[config.mk]
export PLATFORM = sky130hd
export DESIGN_NAME = fw_root_redirect
export DESIGN_NICKNAME = d
export VERILOG_FILES = /design/src/rtl/fw_root_redirect.sv
export SDC_FILE = /design/constraint.sdc
export NUM_CORES = 2
export LEC_CHECK = 0
export BUFFER_PORTS_ARGS = -buffer_cell sky130_fd_sc_hd__buf_2
export CAP_MARGIN = 20
export CORE_MARGIN = 2
export CORE_UTILIZATION = 60
export DETAILED_ROUTE_END_ITERATION = 8
export PLACE_DENSITY = 0.85
export SETUP_SLACK_MARGIN = 0.1
export SYNTH_ARGS = -nofsm -noshare
export SYNTH_HDL_FRONTEND = slang
export SYNTH_SLANG_ARGS = --single-unit
[constraint.sdc]
create_clock -name clk -period 2.9 [get_ports clk]
set_input_delay 0.145 -clock clk [delete_from_list [all_inputs] [get_ports clk]]
set_output_delay 0.145 -clock clk [all_outputs]
set_load 0.005 [all_outputs]
[src/rtl/fw_root_redirect.sv]
module fw_root_redirect #(
  parameter int AW = 16,
  parameter int DW = 32,
  parameter int ROOT_SIZE = 64,
  parameter logic [AW-1:0] ROOT_BASE = 'h4000
) (
  input  logic                         clk,
  input  logic                         rst_n,
  input  logic                         stall_i,
  input  logic                         unlock_i,
  input  logic                         sh_we,
  input  logic [$clog2(ROOT_SIZE)-1:0] sh_idx,
  input  logic [DW-1:0]                sh_wdata,
  input  logic                         h_req_valid,
  output logic                         h_req_ready,
  input  logic                         h_req_we,
  input  logic [AW-1:0]                h_req_addr,
  input  logic [DW-1:0]                h_req_wdata,
  output logic                         h_rsp_valid,
  output logic [DW-1:0]                h_rsp_rdata,
  output logic                         h_rsp_err,
  output logic                         f_req_valid,
  input  logic                         f_req_ready,
  output logic                         f_req_we,
  output logic [AW-1:0]                f_req_addr,
  output logic [DW-1:0]                f_req_wdata,
  input  logic                         f_rsp_valid,
  input  logic [DW-1:0]                f_rsp_rdata,
  output logic                         root_locked,
  output logic                         root_held
);
  localparam int IW = $clog2(ROOT_SIZE);

  typedef enum logic [1:0] {IDLE, FL_REQ, FL_RSP} state_t;

  state_t        state;
  logic [DW-1:0] shadow [ROOT_SIZE];
  logic          locked;
  logic          rsp_v, rsp_e;
  logic [DW-1:0] rsp_d;
  logic [AW-1:0] fa;
  logic          fw;
  logic [DW-1:0] fd;
  logic          hit, take, rd_local, wr_reject;

  assign hit         = h_req_addr[AW-1:IW] == ROOT_BASE[AW-1:IW];
  assign h_req_ready = (state == IDLE) && !(hit && stall_i);
  assign take        = h_req_valid && h_req_ready;
  assign rd_local    = take && hit && !h_req_we;
  assign wr_reject   = take && hit && h_req_we && locked;
  assign root_held   = (state == IDLE) && h_req_valid && hit && stall_i;

  assign h_rsp_valid = rsp_v;
  assign h_rsp_rdata = rsp_d;
  assign h_rsp_err   = rsp_e;
  assign f_req_valid = (state == FL_REQ);
  assign f_req_we    = fw;
  assign f_req_addr  = fa;
  assign f_req_wdata = fd;
  assign root_locked = locked;

  always_ff @(posedge clk)
    if (sh_we) shadow[sh_idx] <= sh_wdata;

  always_ff @(posedge clk or negedge rst_n)
    if (!rst_n) begin
      state  <= IDLE;
      locked <= 1'b1;
      rsp_v  <= 1'b0;
      rsp_e  <= 1'b0;
      rsp_d  <= '0;
      fa     <= '0;
      fw     <= 1'b0;
      fd     <= '0;
    end else begin
      rsp_v <= 1'b0;
      if (unlock_i) locked <= 1'b0;
      unique case (state)
        IDLE:
          if (rd_local) begin
            rsp_v <= 1'b1;
            rsp_e <= 1'b0;
            rsp_d <= shadow[h_req_addr[IW-1:0]];
          end else if (wr_reject) begin
            rsp_v <= 1'b1;
            rsp_e <= 1'b1;
            rsp_d <= '0;
          end else if (take) begin
            state <= FL_REQ;
            fa    <= h_req_addr;
            fw    <= h_req_we;
            fd    <= h_req_wdata;
          end
        FL_REQ:
          if (f_req_ready) state <= FL_RSP;
        FL_RSP:
          if (f_rsp_valid) begin
            rsp_v <= 1'b1;
            rsp_e <= 1'b0;
            rsp_d <= f_rsp_rdata;
            state <= IDLE;
          end
        default: state <= IDLE;
      endcase
    end
endmodule


Word-level counts from Yosys, hierarchy flattened
Memories as Yosys holds them, arrays and structs flattened.
Index checks and enable logic that the tools add are counted.
- flip-flop bits (word level): 86
- latch bits: 0
- bits in writable memories: 2048
- bits in read-only memories: 0
- output and inout port bits: 87
- logic and storage cells: 57
- memories: 1
- $add $sub $neg: 0
- multipliers: 0
- div/mod/pow operators: 0
- order comparisons: 0
- equality and inequality tests: 9
- shift operators: 0
- mux-type cells: 20
- bitwise operators: 2
- reduce and logical (&&, ||, !) cells: 17
- memory list (memory ; depth ; width ; rd ports ; clocked after memory_dff ; write ports ; RTL line ; RTL):
    shadow ; 64 ; 32 ; 1 ; 0 ; 1 ; 37 ; logic [DW-1:0] shadow [ROOT_SIZE];
- operators with widths (kind ; count):
    $mux 32 ; 3
    $pmux 32 s2 ; 1
    $eq 10x9->1 const B ; 1
    $logic_and 1x1->1 ; 10
    $mux 2 ; 5
    $mux 1 ; 8
    $ne 2x2->1 const B ; 4
    $pmux 2 s3 ; 1
    $reduce_and 5->1 ; 1
    $pmux 1 s2 ; 2
    $reduce_and 4->1 ; 1
    $ne 3x3->1 const B ; 1
    $reduce_and 3->1 ; 1
    $eq 2x1->1 const B ; 1
    $eq 2x2->1 const B ; 1
    $logic_not 1->1 ; 2
    $logic_not 2->1 ; 1
    $ne 2x1->1 const B ; 1
    $not 1->1 ; 2
    $reduce_bool 2->1 ; 1

Longest topological paths before layout
- word-level depth: 11
- gate-level depth with buffers: 12
- mapped depth without buffers: 5

Worst setup path before layout
OpenSTA, ideal clock, no wires.
- path type: in2reg
- start point: input sh_idx[5]
- end point: memory shadow[48][0] (enable)
- setup time: 0.461 ns
- data arrival time: 3.031 ns
- slack: -0.592 ns
- cell stages on the path: 4
- path buffers: 1
- cells stage by stage: clkbuf_1 -> nand3_1 -> or3_1 -> nor3_1
- RTL lines (item ; RTL line ; RTL):
    start: declaration ; 12 ; input logic [$clog2(ROOT_SIZE)-1:0] sh_idx,
    end: declaration ; 37 ;
No word-level cell before the write port.

Worst setup path after layout
- start point: register state[1]
- end point: register rsp_d[27], in the netlist h_rsp_rdata[27]
- word-level cells in the longest chain between the ends: 8
- elaborated cells between the ends (all ways): 14
- RTL lines (item ; RTL line ; RTL):
    start: declaration ; 36 ; state_t state;
    start signal: assignment ; 67 ; state <= IDLE;
    start signal: assignment ; 89 ; state <= FL_REQ;
    start signal: assignment ; 95 ; if (f_req_ready) state <= FL_RSP;
    $logic_not 2->1 ; 47, 78 ;
    $logic_and 1x1->1 ; 47 ; assign h_req_ready = (state == IDLE) && !(hit && stall_i);
    $logic_and 1x1->1 ; 48 ; assign take = h_req_valid && h_req_ready;
    $logic_and 1x1->1 ; 49, 50 ;
    $logic_and 1x1->1 (2 in series) ; 50 ; assign wr_reject = take && hit && h_req_we && locked;
    $ne 3x3->1 (no source line) ; -- ;
    $reduce_and 3->1 (no source line) ; -- ;
    end signal: assignment ; 83 ; rsp_d <= shadow[h_req_addr[IW-1:0]];
    end signal: assignment ; 100 ; rsp_d <= f_rsp_rdata;
    end: declaration ; 40 ; logic [DW-1:0] rsp_d;
Several ways; a longest one is shown, not always the timed one.
A chain may end at the register's enable or synchronous reset.

==> impl_metrics.py <==
metrics = {
    "status": {
        "result_of_the_run": "complete, no violations",
    },
    "synthesis": {
        "synth_ff_type": "edfxtp_1",
        "dominant_combinational_cell_family_by_area_after_synthesis": "multiplexers",
        "ys.warnings.count": 0,
        "xor_and_xnor_fraction_of_the_mapped_netlist_area_pct": 0,
        "mappedNetlistNets": 3835,
        "ys_ff_latch": 2134,
        "post_synth_most_frequent_cells": "edfxtp_1, mux4_2, mux2i_1, mux2_2, nor2_1",
        "synth_edf_count": 2048,
        "yosys.area.top_type_share_pct": 74.3,
        "syn-cell-area_um2": 82700,
        "synth.avg_cell_area_um2": 22.3,
        "yosys.area_share.adder_pct": 0,
        "post-synth-top-count-cell": "edfxtp_1",
        "count_of_mapped_cells_out_of_synthesis": 3708,
        "synthMuxAreaShare_pct": 17.6,
        "seq_area_frac_synth_pct": 76.9,
        "synthTopCellsByArea": "edfxtp_1, mux4_2, dfrtp_1, mux2i_1, mux2_2",
        "synth.lib_cells_used.distinct": 71,
        "synth_async_sr_flop_share_pct": 4.03,
        "synth_compound_gate_area_share_pct": 2.00,
        "yosysTopAreaCell": "edfxtp_1",
        "yosys.area_share.simple_pct": 1.82,
    },
    "timing": {
        "skew_ns": 0.0480,
        "post-route-period-util_pct": 98.6,
        "max_freq_ghz": 0.350,
        "period_needed_ns": 2.86,
        "slew_headroom_pct": 12.8,
        "setup_total_negative_slack_ns": 0,
        "hold_viol": 0,
        "setup_viol": 0,
        "setup_slack_ns": 0.0398,
        "grt_setup_unrepaired": "true",
        "slew_viol_final": 0,
        "tightestPinTransition_ns": 1.31,
    },
    "route": {
        "vias": 47709,
        "drc": 0,
        "postRouteWirelength_um": 266000,
        "wl_per_cell_um": 42.3,
        "drt_iter0_drc": 9950,
        "detail_route.vias_per_cell": 7.57,
        "drtAntennaViolNets": 0,
        "drt_first_pass_iters": 7,
    },
    "worst_setup_path": {
        "cp_data_required_time_ns": 3.56,
        "critical_path.endpoint_type": "flip-flop",
        "critical_path.max_fanout": 10,
        "timing.critical_path.from_type": "flip-flop",
        "crit_path_top_delay_cell": "mux2i_1",
        "crit_arrival_ns": 3.52,
        "crit_path_cell_trace": "or4b_1, nand4b_1, o21ai_4, buf_8, mux2i_1, o31ai_1",
        "critical_setup_path_kind": "flip-flop to flip-flop",
        "worst_path_largest_cell_delay_ns": 0.56,
    },
    "floorplanning": {
        "fp.dieArea_um2": 141000,
        "design.core.area_um2": 137000,
        "floorplan.die.height_um": 375,
        "ios": 214,
        "core.rowCount": 136,
        "die-width_um": 375,
        "start_util_pct": 60.3,
    },
    "clocking": {
        "max-clock-path-buffers": 3,
        "cts_tree": "yes",
        "post-cts-setup-buffer-count": 0,
        "path_clk_slew_ns": 0.07,
        "cts_buffers": 197,
        "ctsHtreeMaxLevel": 4,
        "cts.root.buffer_cell": "clkbuf_16",
        "clk-insertion-delay-late_ns": 0.84,
        "numClockSinks": 2134,
    },
    "place": {
        "gp_congestion": 0.871,
        "placed_cells_incl_taps": 5786,
        "buffer_ports.inserted": 213,
        "dp_hpwl_um": 137000,
        "dp_slack_ns": 0.0575,
    },
    "grt": {
        "grt_first_pass_wirelength_um": 365000,
        "groute.usage.overall_pct": 37.7,
        "grt.overflow.total": 0,
        "grt_antenna_before_repair": 24,
        "number_of_global_route_vias_before_repair": 47886,
        "grt_max_degree": 65,
    },
    "pwr": {
        "total_leakage_power_nw": 31.7,
        "cellPowerDensity_nw_per_um2": 701,
        "p_total_w": 0.0675,
        "vdd_drop_max_v": 0.000501,
    },
    "final_layout": {
        "post_route_cells_drive_above_1_share_pct": 33.1,
        "layout-area-overhead-vs-synth_pct": 16.4,
        "nNetsFinal": 4457,
        "layout.cells.non_filler": 6302,
    },
    "run": {
        "max_cap_violations": 0,
    },
    "min_path": {
        "hold_path_class": "primary input to flip-flop",
    },
}
[state kept, by name, indices dropped and copies added (netlist names)]
signal / count
h_rsp_valid: 1
state: 2
shadow: 2048
root_locked: 1
f_req_wdata: 32
f_req_addr: 16
f_req_we: 1
h_rsp_err: 1
h_rsp_rdata: 32
[routing by layer]
layer | vias up | routed length [um] | GRT usage [%]
li1 | 16864 | - | -
met1 | 23532 | 78000 | 45.5
met2 | 5843 | 120000 | 56.4
met3 | 1438 | 45800 | 14.7
met4 | 32 | 22200 | 25.9
met5 | - | 460 | 1.20
[cells in the final DEF, fill, tap and decap left out, types with 42 or more instances in the layout]
cell type | netlist | layout
dfrtp_1 | 85 | 84
mux4_2 | 469 | 469
buf_12 | 3 | 88
nor2_4 | 0 | 62
clkbuf_16 | 0 | 199
nand2_1 | 66 | 66
edfxtp_1 | 2048 | 2048
dlygate4sd3_1 | 0 | 112
clkbuf_1 | 62 | 53
nor2_1 | 117 | 53
mux2i_1 | 196 | 195
buf_2 | 48 | 208
buf_4 | 36 | 214
mux2_2 | 125 | 125
o21ai_0 | 43 | 42
[per-stage QoR]
| step | area (um2) | utilization [%] | hold slack (ns) |
|---|---|---|---|
| detailed placement | 88100 | 64.2 | 0.195 |
| CTS | 95500 | 69.6 | 0.0201 |
| floorplan | 82700 | - | -0.151 |
| finish | 96300 | 70.2 | 0.0530 |
| global placement | 88100 | 64.2 | 0.185 |
| global route | 96300 | 70.2 | 0.0746 |
[final timing paths]
| kind | cells past startpoint | slack (ns) | from | endpoint |
|---|---|---|---|---|
| worst max-delay path | 6 | 0.04 | state[1]$_DFFE_PN0P_ | h_rsp_rdata[27]$_DFFE_PN0P_ |
| worst min-delay path | 1 | 0.05 | sh_wdata[7] | shadow[18][7]$_DFFE_PP_ |
| worst max register to register | 6 | 0.04 | state[1]$_DFFE_PN0P_ | h_rsp_rdata[27]$_DFFE_PN0P_ |
| worst min register to register | 1 | 0.50 | f_req_wdata[16]$_DFFE_PN0P_ | f_req_wdata[16]$_DFFE_PN0P_ |
| max in group asynchronous | 4 | 2.03 | rst_n | root_locked$_DFFE_PN1P_ |
| min in group asynchronous | 4 | 0.51 | rst_n | h_rsp_rdata[19]$_DFFE_PN0P_ |
[where the power goes]
| group | internal, W | switching (W) |
|---|---|---|
| sequential | 0.0345 | 0.000676 |
| clock | 0.0147 | 0.0118 |
| combinational | 0.00241 | 0.00344 |
[layout make-up]
cell class | count | area [um2]
clock inverters | 99 | 1070
diodes | 8 | 20.0
multi-input cells | 1362 | 18200
fillers | 7098 | 40900
flip-flops and latches | 2134 | 63700
clock buffers | 270 | 5430
repair buffers | 628 | 5630
well taps | 1794 | 2240
inverters | 7 | 28.8
[worst max-delay path: cells and delay by family (launching register included)]
family | cells | cell delay [ns]
DFF | 1 | 0.44
AOI/OAI and AO/OA | 2 | 0.60
and+or+nand+nor | 2 | 0.88
buffers and inverters | 1 | 0.19
muxes | 1 | 0.56
[repair_timing]
item                       in CTS  in global routing
hold endpoints to repair      166               1469
setup endpoints to repair       0                  4
resized for setup               0                  5
hold buffers                   87                 26
[kinds of logic after synthesis]
| group | Yosys count |
|---|---|
| mux | 813 |
| buf+inv | 212 |
| compound gates | 233 |
| simple gates | 316 |
| flops | 2134 |
No activity file was read; power rests on OpenSTA's default activity.
